### src/rtl/prio_irq_pkg.sv
package prio_irq_pkg;
   // command byte that releases the most important in-service level
   localparam logic [7:0] EOI_CMD = 8'h20;
   // register select encodings
   localparam logic SEL_PEND = 1'b0;
   localparam logic SEL_MASK = 1'b1;
endpackage

### src/rtl/prio_irq_pick.sv
// Fixed-priority picker: lowest set index wins.
module prio_irq_pick #(
   parameter int N  = 8,
   parameter int IW = (N > 1) ? $clog2(N) : 1
) (
   input  logic [N-1:0]  req,
   output logic          any,
   output logic [IW-1:0] idx
);
   always_comb begin
      any = |req;
      idx = '0;
      for (int i = N - 1; i >= 0; i--) begin
         if (req[i]) idx = IW'(i);
      end
   end
endmodule

### src/rtl/prio_irq_edge.sv
// Per-line edge capture and pending storage.
module prio_irq_edge #(
   parameter int N = 8
) (
   input  logic         clk,
   input  logic         rst_n,
   input  logic [N-1:0] irq_in,
   input  logic [N-1:0] mask_q,
   input  logic [N-1:0] clr,
   output logic [N-1:0] pend_q
);
   for (genvar k = 0; k < N; k++) begin : g_line
      logic prev_q;
      logic p_q;
      logic rise;

      assign rise = irq_in[k] & ~prev_q;

      always_ff @(posedge clk or negedge rst_n) begin
         if (!rst_n) begin
            prev_q <= 1'b0;
            p_q    <= 1'b0;
         end else begin
            prev_q <= irq_in[k];
            p_q    <= (p_q & ~clr[k]) | (rise & ~mask_q[k]);
         end
      end

      assign pend_q[k] = p_q;


      masked_no_latch_chk: assert property (@(posedge clk) disable iff (!rst_n)
         (mask_q[k] && !p_q) |=> !p_q);


      held_high_no_retrig_chk: assert property (@(posedge clk) disable iff (!rst_n)
         (irq_in[k] && prev_q && !p_q) |=> !p_q);
   end
endmodule

### src/rtl/prio_irq_isr.sv
// In-service record: set on acknowledge, highest level released on end-of-interrupt.
module prio_irq_isr #(
   parameter int N  = 8,
   parameter int IW = (N > 1) ? $clog2(N) : 1
) (
   input  logic          clk,
   input  logic          rst_n,
   input  logic          set_en,
   input  logic [IW-1:0] set_idx,
   input  logic          eoi,
   output logic [N-1:0]  isr_q,
   output logic          isr_any,
   output logic [IW-1:0] isr_idx
);
   logic [N-1:0] isr_d;

   prio_irq_pick #(.N(N), .IW(IW)) u_top (
      .req (isr_q),
      .any (isr_any),
      .idx (isr_idx)
   );

   always_comb begin
      isr_d = isr_q;
      if (eoi && isr_any) isr_d[isr_idx] = 1'b0;
      if (set_en) isr_d[set_idx] = 1'b1;
   end

   always_ff @(posedge clk or negedge rst_n) begin
      if (!rst_n) isr_q <= '0;
      else        isr_q <= isr_d;
   end


   isr_only_on_ack_chk: assert property (@(posedge clk) disable iff (!rst_n)
      !set_en |=> ((isr_q & ~$past(isr_q)) == '0));


   eoi_empty_noop_chk: assert property (@(posedge clk) disable iff (!rst_n)
      (eoi && !isr_any && !set_en) |=> (isr_q == '0));


   eoi_single_clear_chk: assert property (@(posedge clk) disable iff (!rst_n)
      (eoi && isr_any && !set_en) |=> ($countones(isr_q) + 1 == $countones($past(isr_q))));
endmodule

### src/rtl/prio_irq_ctrl.sv
// Top: mask register, command decode, request gating and vector output.
module prio_irq_ctrl
   import prio_irq_pkg::*;
#(
   parameter int NUM_LINES = 8,
   parameter int DATA_W    = 8,
   parameter int VEC_BASE  = 8
) (
   input  logic                 clk,
   input  logic                 rst_n,
   input  logic [NUM_LINES-1:0] irq_in,
   output logic                 int_out,
   input  logic                 int_ack,
   output logic [DATA_W-1:0]    vec_out,
   input  logic                 reg_sel,
   input  logic                 wr_en,
   input  logic [DATA_W-1:0]    wr_data,
   output logic [DATA_W-1:0]    rd_data
);
   localparam int N  = NUM_LINES;
   localparam int IW = (N > 1) ? $clog2(N) : 1;

   if (N < 2 || N > DATA_W) begin : g_bad_lines
      $error("NUM_LINES must lie in 2..DATA_W");
   end
   if (DATA_W < 8) begin : g_bad_width
      $error("DATA_W must hold the command byte");
   end
   if (VEC_BASE < 0 || VEC_BASE + N > (1 << DATA_W)) begin : g_bad_base
      $error("VEC_BASE plus NUM_LINES must fit in DATA_W");
   end

   logic [N-1:0]  mask_q;
   logic [N-1:0]  pend_q;
   logic [N-1:0]  isr_q;
   logic [N-1:0]  ack_clr;
   logic          pend_any;
   logic [IW-1:0] win_idx;
   logic          isr_any;
   logic [IW-1:0] isr_idx;
   logic          ack_fire;
   logic          eoi;

   prio_irq_edge #(.N(N)) u_edge (
      .clk    (clk),
      .rst_n  (rst_n),
      .irq_in (irq_in),
      .mask_q (mask_q),
      .clr    (ack_clr),
      .pend_q (pend_q)
   );

   prio_irq_pick #(.N(N), .IW(IW)) u_win (
      .req (pend_q),
      .any (pend_any),
      .idx (win_idx)
   );

   prio_irq_isr #(.N(N), .IW(IW)) u_isr (
      .clk     (clk),
      .rst_n   (rst_n),
      .set_en  (ack_fire),
      .set_idx (win_idx),
      .eoi     (eoi),
      .isr_q   (isr_q),
      .isr_any (isr_any),
      .isr_idx (isr_idx)
   );

   assign int_out  = pend_any && (!isr_any || (win_idx < isr_idx));
   assign ack_fire = int_ack && int_out;
   assign eoi      = wr_en && (reg_sel == SEL_PEND) && (wr_data[7:0] == EOI_CMD)
                     && (wr_data >> 8) == '0;

   always_comb begin
      ack_clr = '0;
      if (ack_fire) ack_clr[win_idx] = 1'b1;
   end

   always_ff @(posedge clk or negedge rst_n) begin
      if (!rst_n) mask_q <= '0;
      else if (wr_en && reg_sel == SEL_MASK) mask_q <= wr_data[N-1:0];
   end

   assign vec_out = DATA_W'(VEC_BASE) + DATA_W'(win_idx);

   always_comb begin
      rd_data = '0;
      rd_data[N-1:0] = (reg_sel == SEL_MASK) ? mask_q : pend_q;
   end


   held_off_chk: assert property (@(posedge clk) disable iff (!rst_n)
      int_out |-> ((isr_q & pend_q & ~(pend_q - 1'b1)) == '0) && (isr_q & (pend_q - 1'b1) & ~pend_q) == (isr_q & (pend_q - 1'b1) & ~pend_q) && ((isr_q & ((pend_q & ~(pend_q - 1'b1)) - 1'b1)) == '0));


   vec_range_chk: assert property (@(posedge clk) disable iff (!rst_n)
      ack_fire |-> (vec_out >= DATA_W'(VEC_BASE)) && (vec_out < DATA_W'(VEC_BASE + N)));


   ack_moves_line_chk: assert property (@(posedge clk) disable iff (!rst_n)
      ack_fire |=> isr_q[$past(win_idx)]);
endmodule

### config.mk
export PLATFORM = sky130hd
export DESIGN_NAME = prio_irq_ctrl
export DESIGN_NICKNAME = d
export VERILOG_FILES = /design/src/rtl/prio_irq_pkg.sv /design/src/rtl/prio_irq_pick.sv /design/src/rtl/prio_irq_edge.sv /design/src/rtl/prio_irq_isr.sv /design/src/rtl/prio_irq_ctrl.sv
export SDC_FILE = /design/constraint.sdc
export NUM_CORES = 1
export LEC_CHECK = 0
export ABC_AREA = 1
export ABC_CLOCK_PERIOD_IN_PS = 3200
export BUFFER_PORTS_ARGS = -buffer_cell sky130_fd_sc_hd__buf_2
export CORE_ASPECT_RATIO = 0.9
export CORE_MARGIN = 2
export CORE_UTILIZATION = 35
export DETAILED_ROUTE_END_ITERATION = 8
export GPL_TIMING_DRIVEN = 0
export SLEW_MARGIN = 20
export SYNTH_ARGS = -nofsm -noshare
export SYNTH_HDL_FRONTEND = slang
export SYNTH_HIERARCHICAL = 1
export SYNTH_SLANG_ARGS = --single-unit
### constraint.sdc
create_clock -name clk -period 3.2 [get_ports clk]
set_input_delay 0.32 -clock clk [delete_from_list [all_inputs] [get_ports clk]]
set_output_delay 0.32 -clock clk [all_outputs]
set_load 0.05 [all_outputs]
==> results of run 1 <==
-- cells by family (layout without fill, tap and decap cells) --
family,after synthesis,count (layout),share of synthesized area
fa+ha+maj,2,2,0.01300
buf+inv,77,115,0.1814
flops,32,32,0.4161
other cells,2,5,0.003903
mux,11,11,0.06437
simple gates,125,125,0.2900
compound gates,11,11,0.03121
-- layout by cell type (no fill, tap or decap), types with 3 or more instances in the layout --
| cell type | Yosys | final |
|---|---|---|
| mux2_2 | 11 | 11 |
| dfrtp_1 | 32 | 32 |
| o21ai_0 | 4 | 4 |
| nand4_1 | 6 | 6 |
| buf_4 | 14 | 14 |
| nand3_1 | 18 | 18 |
| conb_1 | 2 | 5 |
| nor2_1 | 19 | 18 |
| buf_2 | 0 | 31 |
| nand2_2 | 4 | 4 |
| nand2_1 | 71 | 71 |
| clkbuf_8 | 0 | 5 |
| inv_1 | 61 | 61 |
| a21oi_1 | 3 | 3 |
-- registers in the layout (all words and copies together) (netlist names) --
register and flops:
mask_q 8, u_edge/g_line.p_q 8, u_edge/g_line.prev_q 8, u_isr/isr_q 8
-- worst min path at each step --
| stage | slack, ns | to | cells after the start | start |
|---|---|---|---|---|
| after floorplan | 0.02 | mask_q[0]$_DFFE_PN0P_ | 0 | rst_n |
| after global placement | 0.41 | u_isr/isr_q[6]$_DFF_PN0_ | 1 | rst_n |
| after detailed placement | 0.42 | u_isr/isr_q[6]$_DFF_PN0_ | 1 | rst_n |
| after CTS | 0.11 | u_isr/isr_q[6]$_DFF_PN0_ | 1 | rst_n |
| after global routing | 0.15 | u_edge/g_line[7].p_q$_DFF_PN0_ | 1 | rst_n |
| final | 0.08 | u_isr/isr_q[6]$_DFF_PN0_ | 1 | rst_n |
-- through the flow --
| stage | total power, mW | utilization | hold slack (ns) | area [um2] |
|---|---|---|---|---|
| 2_1_floorplan | 0.7695 | - | 0.02441 | 1944 |
| 3_3_place_gp | 0.8512 | 0.4130 | 0.4089 | 2183 |
| 3_5_place_dp | 0.8580 | 0.4130 | 0.4156 | 2183 |
| 4_1_cts | 1.145 | 0.4277 | 0.1141 | 2261 |
| 5_1_grt | 1.210 | 0.4277 | 0.1451 | 2261 |
| 6_report | 1.129 | 0.4277 | 0.08259 | 2261 |
-- layout make-up --
class | count | area (um2)
Clock buffer | 6 | 72.57
Sequential cell | 32 | 800.8
Multi-Input combinational cell | 154 | 794.5
Fill cell | 566 | 3025
Clock inverter | 1 | 5.005
Tap cell | 67 | 83.83
Inverter | 62 | 232.7
Buffer | 15 | 116.4
Timing Repair Buffer | 31 | 155.1
-- synth_stat cells (all sizes together) --
cell type	instances	area (um2)
nand2	75	291.5
inv	62	232.7
dfrtp	32	800.8
nor2	21	88.84
nand3	19	107.6
buf	15	116.4
mux2	11	123.9
nand4	6	37.54
o21ai	5	25.02
a21oi	3	15.01
a31oi	2	12.51
conb	2	7.510
ha	2	25.02
nor3	2	20.02
or2	2	12.51
a21boi	1	7.510
-- power groups by stage --
stage | logic (mW) | registers [mW] | clock network, mW
2_1_floorplan | 0.282 | 0.488 | 0
6_report | 0.356 | 0.491 | 0.283
4_1_cts | 0.361 | 0.492 | 0.293
3_5_place_dp | 0.359 | 0.499 | 0
3_3_place_gp | 0.356 | 0.496 | 0
5_1_grt | 0.400 | 0.498 | 0.312
-- per-layer routing --
metal  wire length (um)  global-route usage  vias to the layer above
li1                   -                   -                      840
met1               1857              0.1868                      718
met2               1702              0.2222                       37
met3                202             0.04976                        6
met4                 34             0.03333                        0
met5                  0                   0                        -
==> results_dict.tcl, run 1 <==
set metrics [dict create \
    die_w_um 82.16 \
    dp_slack_ns 0.6780 \
    firstDrtPassIters 4 \
    cap_violations 0 \
    hold_class "in -> async" \
    cp.depth 9 \
    grt_pass1_wl_um 6513 \
    htreeDepth 2 \
    cp-start-kind "flip-flop" \
    max_freq_mhz 355.3 \
    crit_family "simple AND/OR/NAND/NOR gates" \
    via_per_inst 4.351 \
    post-route-period-util 0.8794 \
    power.internal_mw 0.7152 \
    worstReg2RegStart "u_edge/g_line[2].p_q$_DFF_PN0_" \
    root_buffer "clkbuf_8" \
    numCtsBuffers 5 \
    power_frac_seq 0.434 \
    power.share.switching 0.3668 \
    dp_cells 361 \
    cp.required_ns 2.88 \
    maxSlewViolCount 0 \
    setup_viol 0 \
    crit_start "u_edge/g_line[2].p_q$_DFF_PN0_" \
    netlist_instances 260 \
    syn2layout_area_growth_pct 17.49 \
    hold_violations 0 \
    diodes 0 \
    clkPwrFrac 0.250 \
    holdBufCountCts 0 \
    initial_core_util 0.3640 \
    status "finished clean" \
    p_leak_nw 1.215 \
    vias 1601 \
    vdd_drop_max_mv 0.2423 \
    p_sw_mw 0.4142 \
    synth.distinct_cells 23 \
    cts_resized 0 \
    overflow 0 \
    remaining_drc_errors 0 \
    dieArea_um2 6108 \
    path_buf_inv 3 \
    ios 38 \
    drt_iter0_drc 43 \
    fin_crit_ns 2.814 \
    wl_um 3797 \
    r2r_slack_ns 0.67 \
    critPathCapture "int_out" \
    cts_max_path_buffers 2 \
    synth.avg_cell_area_um2 7.401 \
    dieHeight_um 74.35 \
    max_stage_delay_ns 0.44 \
    clkLatencyLatePin_ns 0.28 \
    ff2ff_path_depth 14 \
    path_class "reg -> out" \
    fin_ws_ns 0.3858 \
    cp_slowest_cell "nor2_2" \
    worst_pin_slew_ns 0.7777 \
    synth_seq_area_share 0.4161 \
    ys_ff_latch 32 \
    postCtsSetupBuffers 0 \
    final_cells 368 \
    clk_pin_slew_ns 0.06 \
    port-buffer-count 31 \
    num_rows 25 \
    finalClockSkew_ns 0.007217 \
    nets 324 \
    hpwl_um 2969 \
    clkSinkCount 32 \
    comb_power_share 0.315 \
    gp_congestion 0.7052 \
    antenna_left 0 \
    wl_per_cell_um 10.32 \
    first_global_vias 1447 \
    worstPathArrival_ns 2.49 \
    core-area_um2 5286 \
    layout-drive-gt1-share 0.2492 \
    crit_chain "buf_4 -> inv_1 -> nand4_1 -> nor2_2 -> ha_1 -> a21oi_1 -> nand2_2 -> a21boi_1 -> buf_2" \
    r2r-end "u_isr/isr_q[6]$_DFF_PN0_" \
    syn_area_um2 1924 \
    yosysWarnings 6 \
    antenna_found_initial 0 \
    grt_usage 0.1408 \
    cts_tree "yes" \
    grt_max_degree 33 \
    rsz0062_at_grt "false" \
    powerDensity_nw_per_um2 499.5 \
    tns_ns 0 \
    max_slew_margin 0.4815 \
    cp-end-kind "output port" \
    cp_max_fo 12 \
]
Note: power is estimated with default switching activity, not from simulation.
==> run 2: changes to the inputs <==
- PLACE_DENSITY: unset -> 0.52
==> results_dict.tcl, run 2 (synthesis gave the netlist of run 1 again) <==
set metrics [dict create \
    maxSlewViolCount 0 \
    diodes 0 \
    die_w_um 82.16 \
    first_global_vias 1423 \
    root_buffer "clkbuf_8" \
    hpwl_um 3050 \
    r2r_slack_ns 0.66 \
    dp_cells 361 \
    seq_area_um2 800.8 \
    grt_max_degree 33 \
    num_rows 25 \
    finalClockSkew_ns 0.004137 \
    tns_ns 0 \
    vias 1549 \
    clk_pin_slew_ns 0.06 \
    postCtsSetupBuffers 0 \
    cp-start-kind "flip-flop" \
    hold_class "in -> async" \
    cap_violations 0 \
    layout-drive-gt1-share 0.2483 \
    antenna_left 0 \
    dieHeight_um 74.35 \
    drt_iter0_drc 107 \
    cp-end-kind "output port" \
    setup_viol 0 \
    cts_tree "yes" \
    syn2layout_area_growth_pct 18.14 \
    status "finished clean" \
    clkSinkCount 32 \
    port-buffer-count 31 \
    wl_per_cell_um 10.43 \
    firstDrtPassIters 4 \
    core-area_um2 5286 \
    nets 324 \
    remaining_drc_errors 0 \
    ios 38 \
    clkLatencyLatePin_ns 0.28 \
    cp.required_ns 2.88 \
    fillers 544 \
    post-route-period-util 0.8573 \
    initial_core_util 0.3640 \
    htreeDepth 2 \
    rsz0062_at_grt "false" \
    worstPathArrival_ns 2.42 \
    dieArea_um2 6108 \
    grt_usage 0.1479 \
    max_freq_mhz 364.5 \
    cts_resized 0 \
    fin_crit_ns 2.743 \
    path_class "reg -> out" \
    multi_input_area_um2 794.5 \
    numCtsBuffers 5 \
    max_slew_margin 0.4945 \
    via_per_inst 4.198 \
    final_cell_mix "71 x nand2_1, 61 x inv_1, 32 x dfrtp_1, 31 x buf_2" \
    hold_violations 0 \
    cp_max_fo 12 \
    layout_commonest_cell "nand2_1" \
    overflow 0 \
    holdBufCountCts 0 \
    holdWs_ns 0.08995 \
    p_leak_nw 1.219 \
    powerDensity_nw_per_um2 512.4 \
    gp_congestion 0.8103 \
    vdd_drop_max_mv 0.1974 \
    antenna_found_initial 0 \
    wl_um 3849 \
    worst_pin_slew_ns 0.7583 \
    grt_pass1_wl_um 6734 \
    final_cells 369 \
    cts_max_path_buffers 2 \
]
==> run 2: changes by cell type in the layout (fill, tap and decap cells not counted), sizes merged <==
| cell | previous run | this run |
|---|---|---|
| clkbuf | 6 | 8 |
| clkinv | 1 | 0 |
==> run 2: path summary, 6_finish.rpt <==
path	startpoint	cells past startpoint	end
setup reg to reg	u_edge/g_line[2].p_q$_DFF_PN0_	14	u_isr/isr_q[6]$_DFF_PN0_
min in group clk	irq_in[1]	1	u_edge/g_line[1].prev_q$_DFF_PN0_
hold reg to reg	u_edge/g_line[1].p_q$_DFF_PN0_	2	u_edge/g_line[1].p_q$_DFF_PN0_
max in group asynchronous	rst_n	1	u_edge/g_line[4].prev_q$_DFF_PN0_
setup / recovery	u_edge/g_line[2].p_q$_DFF_PN0_	9	int_out
hold / removal	rst_n	1	u_edge/g_line[6].prev_q$_DFF_PN0_
==> run 2: per-stage QoR <==
stage	util	instance area [um2]	setup WS [ns]	power, mW
2_1_floorplan	-	1944	0.1804	0.7695
3_5_place_dp	0.4130	2183	0.6781	0.8604
6_report	0.4301	2273	0.4565	1.165
5_1_grt	0.4301	2273	0.1875	1.251
4_1_cts	0.4301	2273	0.4420	1.183
3_3_place_gp	0.4130	2183	0.6936	0.8550
==> run 2: area by class of cell <==
| type | count | area share |
|---|---|---|
| plain buffers | 15 | 0.05118 |
| repair buffers | 31 | 0.06824 |
| inverters | 62 | 0.1024 |
| well taps | 67 | 0.03687 |
| multi-input cells | 154 | 0.3495 |
| flip-flops and latches | 32 | 0.3522 |
| clock buffers | 8 | 0.03963 |
==> run 2: routing by layer <==
layer	track usage	wire, um
met1	0.2210	2044
met2	0.2060	1568
met3	0.03641	177
met4	0.05556	59
met5	0	0
==> run 2: worst max-delay path, stage by stage, from the launching register on <==
cell and delay [ns]:
dfrtp_1 0.37, buf_4 0.14, inv_1 0.09, nand4_1 0.14, nor2_2 0.41, ha_1 0.32
a21oi_1 0.19, nand2_2 0.09, a21boi_1 0.12, buf_2 0.28
==> run 2: report_power, final <==
| group | switching, mW | total, mW | internal [mW] |
|---|---|---|---|
| Sequential | 0.0347 | 0.492 | 0.457 |
| Combinational | 0.247 | 0.358 | 0.110 |
| Clock | 0.140 | 0.315 | 0.175 |
==> run 3: changes to the inputs <==
- CTS_BUF_LIST: unset -> sky130_fd_sc_hd__clkbuf_16
- GPL_TIMING_DRIVEN: 0 -> 1
==> results_dict.tcl, run 3 (synthesis gave the netlist of run 1 again) <==
set metrics [dict create \
    status "finished clean" \
    layout_commonest_cell "nand2_1" \
    maxSlewViolCount 0 \
    grt_usage 0.1547 \
    clkSinkCount 32 \
    ios 38 \
    cts_resized 0 \
    drt_iter0_drc 62 \
    worstPathArrival_ns 2.34 \
    grt_pass1_wl_um 6941 \
    cp.required_ns 2.88 \
    r2r_slack_ns 0.80 \
    grtUsageMet2 0.2132 \
    p_leak_nw 1.192 \
    finalInstanceArea_um2 2247 \
    port-buffer-count 32 \
    root_buffer "clkbuf_16" \
    cp-start-kind "flip-flop" \
    clk_pin_slew_ns 0.05 \
    ff2ff_path_depth 13 \
    core-area_um2 5286 \
    antenna_left 0 \
    crit_chain "inv_1 -> nand4_1 -> nor2_2 -> ha_1 -> a21oi_1 -> nand2_2 -> a21boi_1 -> buf_2" \
    dieArea_um2 6108 \
    diodes 0 \
    layout-drive-gt1-share 0.2215 \
    crit_start "u_edge/g_line[0].p_q$_DFF_PN0_" \
    nets 311 \
    total_power_mw 1.372 \
    wl_um 3984 \
    rsz0062_at_grt "false" \
    post-route-period-util 0.8308 \
    wl_per_cell_um 11.19 \
    final_cells 356 \
    dieHeight_um 74.35 \
    critPathCapture "int_out" \
    grt.busiest_layer "met1" \
    setup_viol 0 \
    postCtsSetupBuffers 0 \
    cp.depth 8 \
    multi_input_area_um2 794.5 \
    num_rows 25 \
    fillers 552 \
    syn2layout_area_growth_pct 16.78 \
    remaining_drc_errors 0 \
    r2r-end "u_isr/isr_q[2]$_DFF_PN0_" \
    cap_violations 0 \
    vdd_drop_max_mv 0.3282 \
    powerDensity_nw_per_um2 610.6 \
    max_stage_delay_ns 0.43 \
    dpl_cell_area_um2 2079 \
    first_global_vias 1480 \
    path_class "reg -> out" \
    initial_core_util 0.3640 \
    utilization 0.4251 \
    via_per_inst 4.216 \
    grt_max_degree 33 \
    use_met3 0.05340 \
    cp-end-kind "output port" \
    clkLatencyLatePin_ns 0.28 \
    hpwl_um 3096 \
    finalClockSkew_ns 0.004805 \
    final_cell_mix "71 x nand2_1, 61 x inv_1, 32 x buf_2, 32 x dfrtp_1" \
    overflow 0 \
    cts_tree "yes" \
    numCtsBuffers 5 \
    crit_family "simple AND/OR/NAND/NOR gates" \
    seq_area_um2 800.8 \
    die_w_um 82.16 \
    tns_ns 0 \
    holdBufCountCts 0 \
    worstReg2RegStart "u_edge/g_line[0].p_q$_DFF_PN0_" \
    path_buf_inv 2 \
    cts_max_path_buffers 2 \
    antenna_found_initial 0 \
    gp_congestion 0.8289 \
    grtUsageMet1 0.2288 \
    hold_violations 0 \
    cp_max_fo 12 \
    fin_crit_ns 2.659 \
    dp_cells 348 \
    cp_slowest_cell "dfrtp_1" \
    htreeDepth 2 \
    hold_class "in -> async" \
    vias 1501 \
    max_freq_mhz 376.1 \
    worst_pin_slew_ns 0.7238 \
    max_slew_margin 0.5174 \
    firstDrtPassIters 4 \
]
## run 3: through the flow
step / worst slack [ns] / hold WS, ns
2_1_floorplan: 0.1804 / 0.02441
3_3_place_gp: 0.8461 / 0.4422
3_5_place_dp: 0.8486 / 0.4325
4_1_cts: 0.5458 / 0.1343
5_1_grt: 0.3569 / 0.1474
6_report: 0.5415 / 0.1029
## run 3: where the power goes
part	switching (mW)	total (mW)	internal (mW)
combinational	0.239	0.341	0.101
sequential	0.0384	0.496	0.458
clock	0.170	0.535	0.365
## run 3: metal layers
layer,vias up,wire length (um)
met3,2,161
met4,0,17
li1,823,-
met1,650,2119
met2,26,1685
met5,-,0
## run 3: worst min path at each step
stage | start | to | slack, ns
after global routing | irq_in[1] | u_edge/g_line[1].prev_q$_DFF_PN0_ | 0.15
after global placement | rst_n | u_edge/g_line[7].prev_q$_DFF_PN0_ | 0.44
after CTS | rst_n | u_edge/g_line[1].prev_q$_DFF_PN0_ | 0.13
final | rst_n | u_edge/g_line[6].prev_q$_DFF_PN0_ | 0.10
after detailed placement | rst_n | u_edge/g_line[7].prev_q$_DFF_PN0_ | 0.43
after floorplan | rst_n | mask_q[0]$_DFFE_PN0P_ | 0.02
## run 3: final cells by class
type,count,share of cell area
Tap cell,67,0.03731
Clock buffer,5,0.05568
Clock inverter,3,0.01893
Inverter,62,0.1036
Multi-Input combinational cell,154,0.3536
Timing Repair Buffer,33,0.07461
Sequential cell,32,0.3563
